$ cat src/rtl/xc_pkg.sv
package xc_pkg;
  localparam int WAYS       = 4;
  localparam int WAY_W      = 2;
  localparam int PLRU_W     = 3;
  localparam int OFF_W      = 12;
  localparam int GLOBAL_BIT = 8;
endpackage

$ cat src/rtl/xc_way_match.sv
module xc_way_match
  import xc_pkg::*;
#(
  parameter int TAG_W  = 16,
  parameter int WORD_W = 32
) (
  input  logic [WAYS-1:0]             vld,
  input  logic [WAYS-1:0]             is_dir,
  input  logic [WAYS-1:0][TAG_W-1:0]  tags,
  input  logic [WAYS-1:0][WORD_W-1:0] words,
  input  logic [TAG_W-1:0]            key,
  output logic                        pte_any,
  output logic [WAY_W-1:0]            pte_way,
  output logic [WORD_W-1:0]           pte_word,
  output logic                        pde_any,
  output logic [WAY_W-1:0]            pde_way,
  output logic [WORD_W-1:0]           pde_word
);
  logic [WAYS-1:0] eq;

  for (genvar w = 0; w < WAYS; w++) begin : g_cmp
    assign eq[w] = vld[w] && (tags[w] == key);
  end

  always_comb begin
    pte_any  = 1'b0;
    pte_way  = '0;
    pte_word = '0;
    pde_any  = 1'b0;
    pde_way  = '0;
    pde_word = '0;
    for (int w = WAYS - 1; w >= 0; w--) begin
      if (eq[w] && !is_dir[w]) begin
        pte_any  = 1'b1;
        pte_way  = WAY_W'(w);
        pte_word = words[w];
      end
      if (eq[w] && is_dir[w]) begin
        pde_any  = 1'b1;
        pde_way  = WAY_W'(w);
        pde_word = words[w];
      end
    end
  end
endmodule

$ cat src/rtl/xc_plru.sv
module xc_plru
  import xc_pkg::*;
(
  input  logic [PLRU_W-1:0] state,
  input  logic [WAY_W-1:0]  touch,
  output logic [PLRU_W-1:0] next,
  output logic [WAY_W-1:0]  victim
);
  // bit0: root, bit1: left pair, bit2: right pair
  always_comb begin
    victim = state[0] ? {1'b1, state[2]} : {1'b0, state[1]};
    next   = state;
    if (!touch[1]) begin
      next[0] = 1'b1;
      next[1] = ~touch[0];
    end else begin
      next[0] = 1'b0;
      next[2] = ~touch[0];
    end
  end
endmodule

$ cat src/rtl/xc_tlb.sv
module xc_tlb
  import xc_pkg::*;
#(
  parameter int SETS  = 16,
  parameter int VPN_W = 20
) (
  input  logic                   clk,
  input  logic                   rst,
  input  logic                   lk_en,
  input  logic [VPN_W-1:0]       lk_vpn,
  input  logic [OFF_W-1:0]       lk_off,
  output logic                   hit,
  output logic                   miss,
  output logic [VPN_W+OFF_W-1:0] pa,
  output logic [OFF_W-1:0]       perm,
  output logic                   dir_hit,
  output logic [VPN_W+OFF_W-1:0] dir_word,
  input  logic                   fill_en,
  input  logic                   fill_is_dir,
  input  logic [VPN_W-1:0]       fill_vpn,
  input  logic [VPN_W+OFF_W-1:0] fill_word,
  input  logic                   flush_task,
  input  logic                   flush_all
);
  localparam int IDX_W  = $clog2(SETS);
  localparam int TAG_W  = VPN_W - IDX_W;
  localparam int WORD_W = VPN_W + OFF_W;

  logic [WAYS-1:0]   vld_q  [SETS];
  logic [WAYS-1:0]   dir_q  [SETS];
  logic [PLRU_W-1:0] plru_q [SETS];
  logic [TAG_W-1:0]  tag_q  [SETS][WAYS];
  logic [WORD_W-1:0] word_q [SETS][WAYS];

  logic [IDX_W-1:0] lk_idx, f_idx;
  logic [TAG_W-1:0] lk_tag, f_tag;
  assign lk_idx = lk_vpn[IDX_W-1:0];
  assign lk_tag = lk_vpn[VPN_W-1:IDX_W];
  assign f_idx  = fill_vpn[IDX_W-1:0];
  assign f_tag  = fill_vpn[VPN_W-1:IDX_W];

  logic [WAYS-1:0][TAG_W-1:0]  rd_tags;
  logic [WAYS-1:0][WORD_W-1:0] rd_words;
  always_comb begin
    for (int w = 0; w < WAYS; w++) begin
      rd_tags[w]  = tag_q[lk_idx][w];
      rd_words[w] = word_q[lk_idx][w];
    end
  end

  logic              pte_any, pde_any;
  logic [WAY_W-1:0]  pte_way, pde_way;
  logic [WORD_W-1:0] pte_word, pde_word;

  xc_way_match #(.TAG_W(TAG_W), .WORD_W(WORD_W)) u_match (
    .vld      (vld_q[lk_idx]),
    .is_dir   (dir_q[lk_idx]),
    .tags     (rd_tags),
    .words    (rd_words),
    .key      (lk_tag),
    .pte_any  (pte_any),
    .pte_way  (pte_way),
    .pte_word (pte_word),
    .pde_any  (pde_any),
    .pde_way  (pde_way),
    .pde_word (pde_word)
  );

  assign hit      = lk_en && pte_any;
  assign miss     = lk_en && !pte_any;
  assign dir_hit  = lk_en && pde_any;
  assign pa       = {pte_word[WORD_W-1:OFF_W], lk_off};
  assign perm     = pte_word[OFF_W-1:0];
  assign dir_word = pde_word;

  // pseudo-LRU for the looked-up set
  logic [WAY_W-1:0]  lk_touch, lk_victim_unused;
  logic [PLRU_W-1:0] lk_plru_nxt;
  assign lk_touch = pte_any ? pte_way : pde_way;

  xc_plru u_plru_lk (
    .state  (plru_q[lk_idx]),
    .touch  (lk_touch),
    .next   (lk_plru_nxt),
    .victim (lk_victim_unused)
  );

  // refill way selection
  logic [WAY_W-1:0]  f_victim, f_way;
  logic [PLRU_W-1:0] f_plru_nxt;
  logic              f_has_free;
  logic [WAY_W-1:0]  f_free;

  always_comb begin
    f_has_free = 1'b0;
    f_free     = '0;
    for (int w = WAYS - 1; w >= 0; w--) begin
      if (!vld_q[f_idx][w]) begin
        f_has_free = 1'b1;
        f_free     = WAY_W'(w);
      end
    end
  end

  assign f_way = f_has_free ? f_free : f_victim;

  xc_plru u_plru_fill (
    .state  (plru_q[f_idx]),
    .touch  (f_way),
    .next   (f_plru_nxt),
    .victim (f_victim)
  );

  logic fill_wr;
  assign fill_wr = fill_en && !flush_task && !flush_all;

  // valid, flag and replacement state
  always_ff @(posedge clk) begin
    if (rst) begin
      for (int s = 0; s < SETS; s++) begin
        vld_q[s]  <= '0;
        dir_q[s]  <= '0;
        plru_q[s] <= '0;
      end
    end else if (flush_all) begin
      for (int s = 0; s < SETS; s++) vld_q[s] <= '0;
    end else if (flush_task) begin
      for (int s = 0; s < SETS; s++)
        for (int w = 0; w < WAYS; w++)
          if (!word_q[s][w][GLOBAL_BIT]) vld_q[s][w] <= 1'b0;
    end else begin
      if (lk_en && (pte_any || pde_any)) plru_q[lk_idx] <= lk_plru_nxt;
      if (fill_wr) begin
        vld_q[f_idx][f_way] <= 1'b1;
        dir_q[f_idx][f_way] <= fill_is_dir;
        plru_q[f_idx]       <= f_plru_nxt;
      end
    end
  end

  // tag and word storage, no reset
  always_ff @(posedge clk) begin
    if (fill_wr) begin
      tag_q[f_idx][f_way]  <= f_tag;
      word_q[f_idx][f_way] <= fill_word;
    end
  end
endmodule

$ cat config.mk
export PLATFORM = sky130hd
export DESIGN_NAME = xc_tlb
export DESIGN_NICKNAME = d
export VERILOG_FILES = /design/src/rtl/xc_pkg.sv /design/src/rtl/xc_way_match.sv /design/src/rtl/xc_plru.sv /design/src/rtl/xc_tlb.sv
export SDC_FILE = /design/constraint.sdc
export NUM_CORES = 2
export LEC_CHECK = 0
export ABC_CLOCK_PERIOD_IN_PS = 12600
export BUFFER_PORTS_ARGS = -buffer_cell sky130_fd_sc_hd__buf_2
export CORE_MARGIN = 2
export CORE_UTILIZATION = 53
export DETAILED_ROUTE_END_ITERATION = 6
export GPL_ROUTABILITY_DRIVEN = 1
export PLACE_DENSITY = 0.65
export SLEW_MARGIN = 20
export SYNTH_ARGS = -nofsm -noshare
export SYNTH_HDL_FRONTEND = slang
export SYNTH_SLANG_ARGS = --single-unit
$ cat constraint.sdc
create_clock -name clk -period 12.6 [get_ports clk]
set_input_delay 0.63 -clock clk [delete_from_list [all_inputs] [get_ports clk]]
set_output_delay 0.63 -clock clk [all_outputs]
set_load 0.02 [all_outputs]
==> impl_metrics.yaml <==
critical_path:
  critPathSlowestCell: "nor4bb_1"
  cp-start-kind: "input pin"
  cpMostUsedCell: "mux2i_1"
  slowest_delay_ns: 0.94
  critPathBufInv: 5
  r2r-start: "tag_q[15][26]"
  required_ns: 11.97
  crit_fanout: 46
  endpoint_kind: "output port"
  path_delay_family: "buffers and inverters"
  crit_arrival_ns: 7.11
  crit_path_start: "lk_vpn[0]"
  crit_type: "in2out"
  r2r_slack_ns: 7.27
  crit_chain: "buf_8 -> buf_4 -> buf_4 -> mux4_2 -> mux2i_1 -> mux2i_1 -> xor2_1 -> a311oi_1 -> nor4bb_1 -> nand2b_1 -> nor2_4 -> buf_4 -> mux2_2 -> mux2i_1 -> mux2i_1 -> buf_2"
die:
  dieHeight_microns: 500
  die_x_microns: 500
  start_util_pct: 53.2
  num_rows: 182
  core_area_sq_um: 245000
  ios: 170
  dieArea_sq_um: 250000
power_and_ir_drop:
  powerDensity_nw_per_um2: 156
  p_leak_nw: 47.6
  total_power_mw: 22.8
  ir_drop_v: 0.000131
timing:
  fin_crit_ns: 7.74
  finalMaxSlewViolations: 0
  tightest_slew_ns: 1.19
  tns_ns: 0
  rsz0062_at_grt: "false"
  max_slew_margin_pct: 20.1
  fin_ws_ns: 4.86
  finalSetupViolCount: 0
  timing.final.crit_share_pct: 61.5
  skew_ns: 0.0627
  fmax_mhz: 129
  hold_viol: 0
synth:
  ys_types: 77
  post_synth.cell_area_avg_sq_um: 19.7
  synth_edf_count: 3184
  yosys_warnings: 0
  synth_top_cell_area_share_pct: 73.2
  ys.flop_type: "edfxtp_1"
  synth_area_sq_um: 131000
  netlist_instances: 6646
  async_reset_ff_share_pct: 0
  ys_seq_area_share_pct: 74.2
  ys_seq_elements: 3248
  synth_nets: 6737
  yosysTopAreaCell: "edfxtp_1"
  synth.top_cells.by_area: "edfxtp_1, mux4_2, mux2i_1, nor2_1, dfxtp_1"
clocking:
  cts_tree: "yes"
  cts-root-buf: "clkbuf_16"
  post_cts_buffers: 0
  postCtsResizedCells: 0
  numCtsBuffers: 345
  clk_path_buf_depth: 4
  hold_buffers: 0
  clk_pin_slew_ns: 0.06
  cts_sinks: 3248
  insertion_delay_ns: 0.96
  cts_max_level: 5
drt:
  postRouteAntennaNets: 0
  detailroute.via_count: 70078
  routed_wl_microns: 378000
  drcViolationCount: 0
  drt-wirelength-per-cell_microns: 36.4
  viasPerCell: 6.74
  dr.first_iter.drc_count: 10639
  firstDrtPassIters: 6
cells_and_area:
  layout.cells.non_filler: 10393
  layout.nets: 7003
  utilization_pct: 59.6
  layout-drive-gt1-share_pct: 25.4
  area_growth_pct: 11.9
global_routing:
  grt_max_degree: 127
  overflow: 0
  track_usage_pct: 30.0
  antenna_found_initial: 17
  grt_pass1_wl_microns: 525000
  grt_pass1_vias: 68193
placement:
  dpl.cell_count: 9781
  place_congestion: 0.882
  pre_cts_ws_ns: 4.83
  place.detailed.hpwl_microns: 212000
  io_buffers: 145
worst_hold_path:
  hold_start: "fill_word[4]"
  hold_path.class: "in2reg"
flow_run:
  drv_cap: 0
status:
  status: "complete, no violations"
==> synth_stat cells (4+ instances only) <==
| master | count |
|---|---|
| edfxtp_1 | 3184 |
| mux4_2 | 793 |
| mux2i_1 | 399 |
| nor2_1 | 387 |
| nand2_1 | 338 |
| clkbuf_1 | 206 |
| o21ai_0 | 154 |
| buf_1 | 96 |
| nand3_1 | 91 |
| a22oi_1 | 75 |
| mux2_2 | 65 |
| dfxtp_1 | 64 |
| a21oi_1 | 59 |
| buf_2 | 56 |
| o22ai_1 | 54 |
| xnor2_1 | 49 |
| inv_1 | 46 |
| o31ai_1 | 46 |
| buf_4 | 43 |
| nand2b_1 | 43 |
| or2_2 | 39 |
| o211ai_1 | 38 |
| and2_1 | 25 |
| nor3_1 | 23 |
| nor2b_1 | 20 |
| o31ai_2 | 20 |
| a221oi_1 | 19 |
| a22o_1 | 17 |
| a31oi_1 | 14 |
| or3_1 | 14 |
| buf_6 | 13 |
| o21ai_1 | 12 |
| a211oi_1 | 11 |
| and3_1 | 10 |
| nand4_1 | 10 |
| or2_4 | 10 |
| or3_4 | 10 |
| nor4_1 | 8 |
| xor2_1 | 7 |
| or2_1 | 6 |
| a21o_1 | 5 |
| and4_1 | 5 |
| a2111oi_0 | 4 |
| clkinv_1 | 4 |
| inv_2 | 4 |
==> sequential cells by signal, indices dropped and copies added (netlist names) <==
name	cells
dir_q	64
plru_q	48
tag_q	1024
vld_q	64
word_q	2048
==> worst register-to-register path, cell delays in order (launching register included) <==
cell and delay [ns]:
edfxtp_1 0.35, mux4_2 0.46, mux2i_1 0.34, mux2_2 0.38
o32ai_1 0.16, nor4bb_1 1.03, nand2b_1 0.33, nor2_4 0.15
buf_4 0.62, o311a_2 1.00, o31ai_1 0.19
==> layout by cell type (no fill, tap or decap), types with 91 or more instances in the layout <==
master / Yosys / layout
nand3_1: 91 / 91
nand2_1: 338 / 338
nor2_1: 387 / 350
mux2i_1: 399 / 399
o21ai_0: 154 / 153
buf_4: 43 / 205
buf_2: 56 / 115
mux4_2: 793 / 793
clkbuf_16: 0 / 349
edfxtp_1: 3184 / 3184
==> logic make-up (layout without fill, tap and decap cells) <==
family	after synthesis	after routing	synth area share (%)
AO/OA/AOI/OAI	565	565	2.91
XOR/XNOR	56	56	0.375
buffers and inverters	471	994	1.62
flip-flops	3248	3248	74.2
multiplexers	1257	1257	17.3
other	0	4	0
AND/OR/NAND/NOR	1049	1049	3.62
==> metal layers <==
metal | vias up | global-route usage, % | routed length (microns)
met5 | - | 0 | 0
li1 | 27682 | - | -
met2 | 4318 | 46.5 | 177000
met3 | 688 | 6.36 | 40900
met4 | 0 | 9.70 | 13400
met1 | 37390 | 43.2 | 147000
==> final cells by class <==
cell class	count	area [sq um]
fill	17548	99300
sequential	3248	96900
multi-input combinational	2927	31900
clock buffer	421	9030
tap	3220	4030
timing repair buffer	336	2400
clock inverter	183	1660
inverter	54	255
antenna	4	10.0
==> power breakdown <==
group          total, mW  internal (mW)  switching, mW
combinational       1.13          0.392          0.739
clock               9.77           5.69           4.08
sequential          11.9           11.9        0.00940
==> path summary, 6_finish.rpt <==
path / end / depth (start not counted)
max reg2reg: plru_q[1][1] / 10
min: word_q[6][68] / 1
min reg2reg: vld_q[6][3] / 2
max: pa[29] / 16
==> metrics by stage <==
stage / hold WS (ns) / cell area (sq um)
after floorplan: 0.457 / 131000
after global placement: 0.486 / 135000
after detailed placement: 0.497 / 135000
after CTS: 0.125 / 146000
after global routing: 0.0774 / 146000
final: 0.110 / 146000
Power figures use the tool's default switching activity.
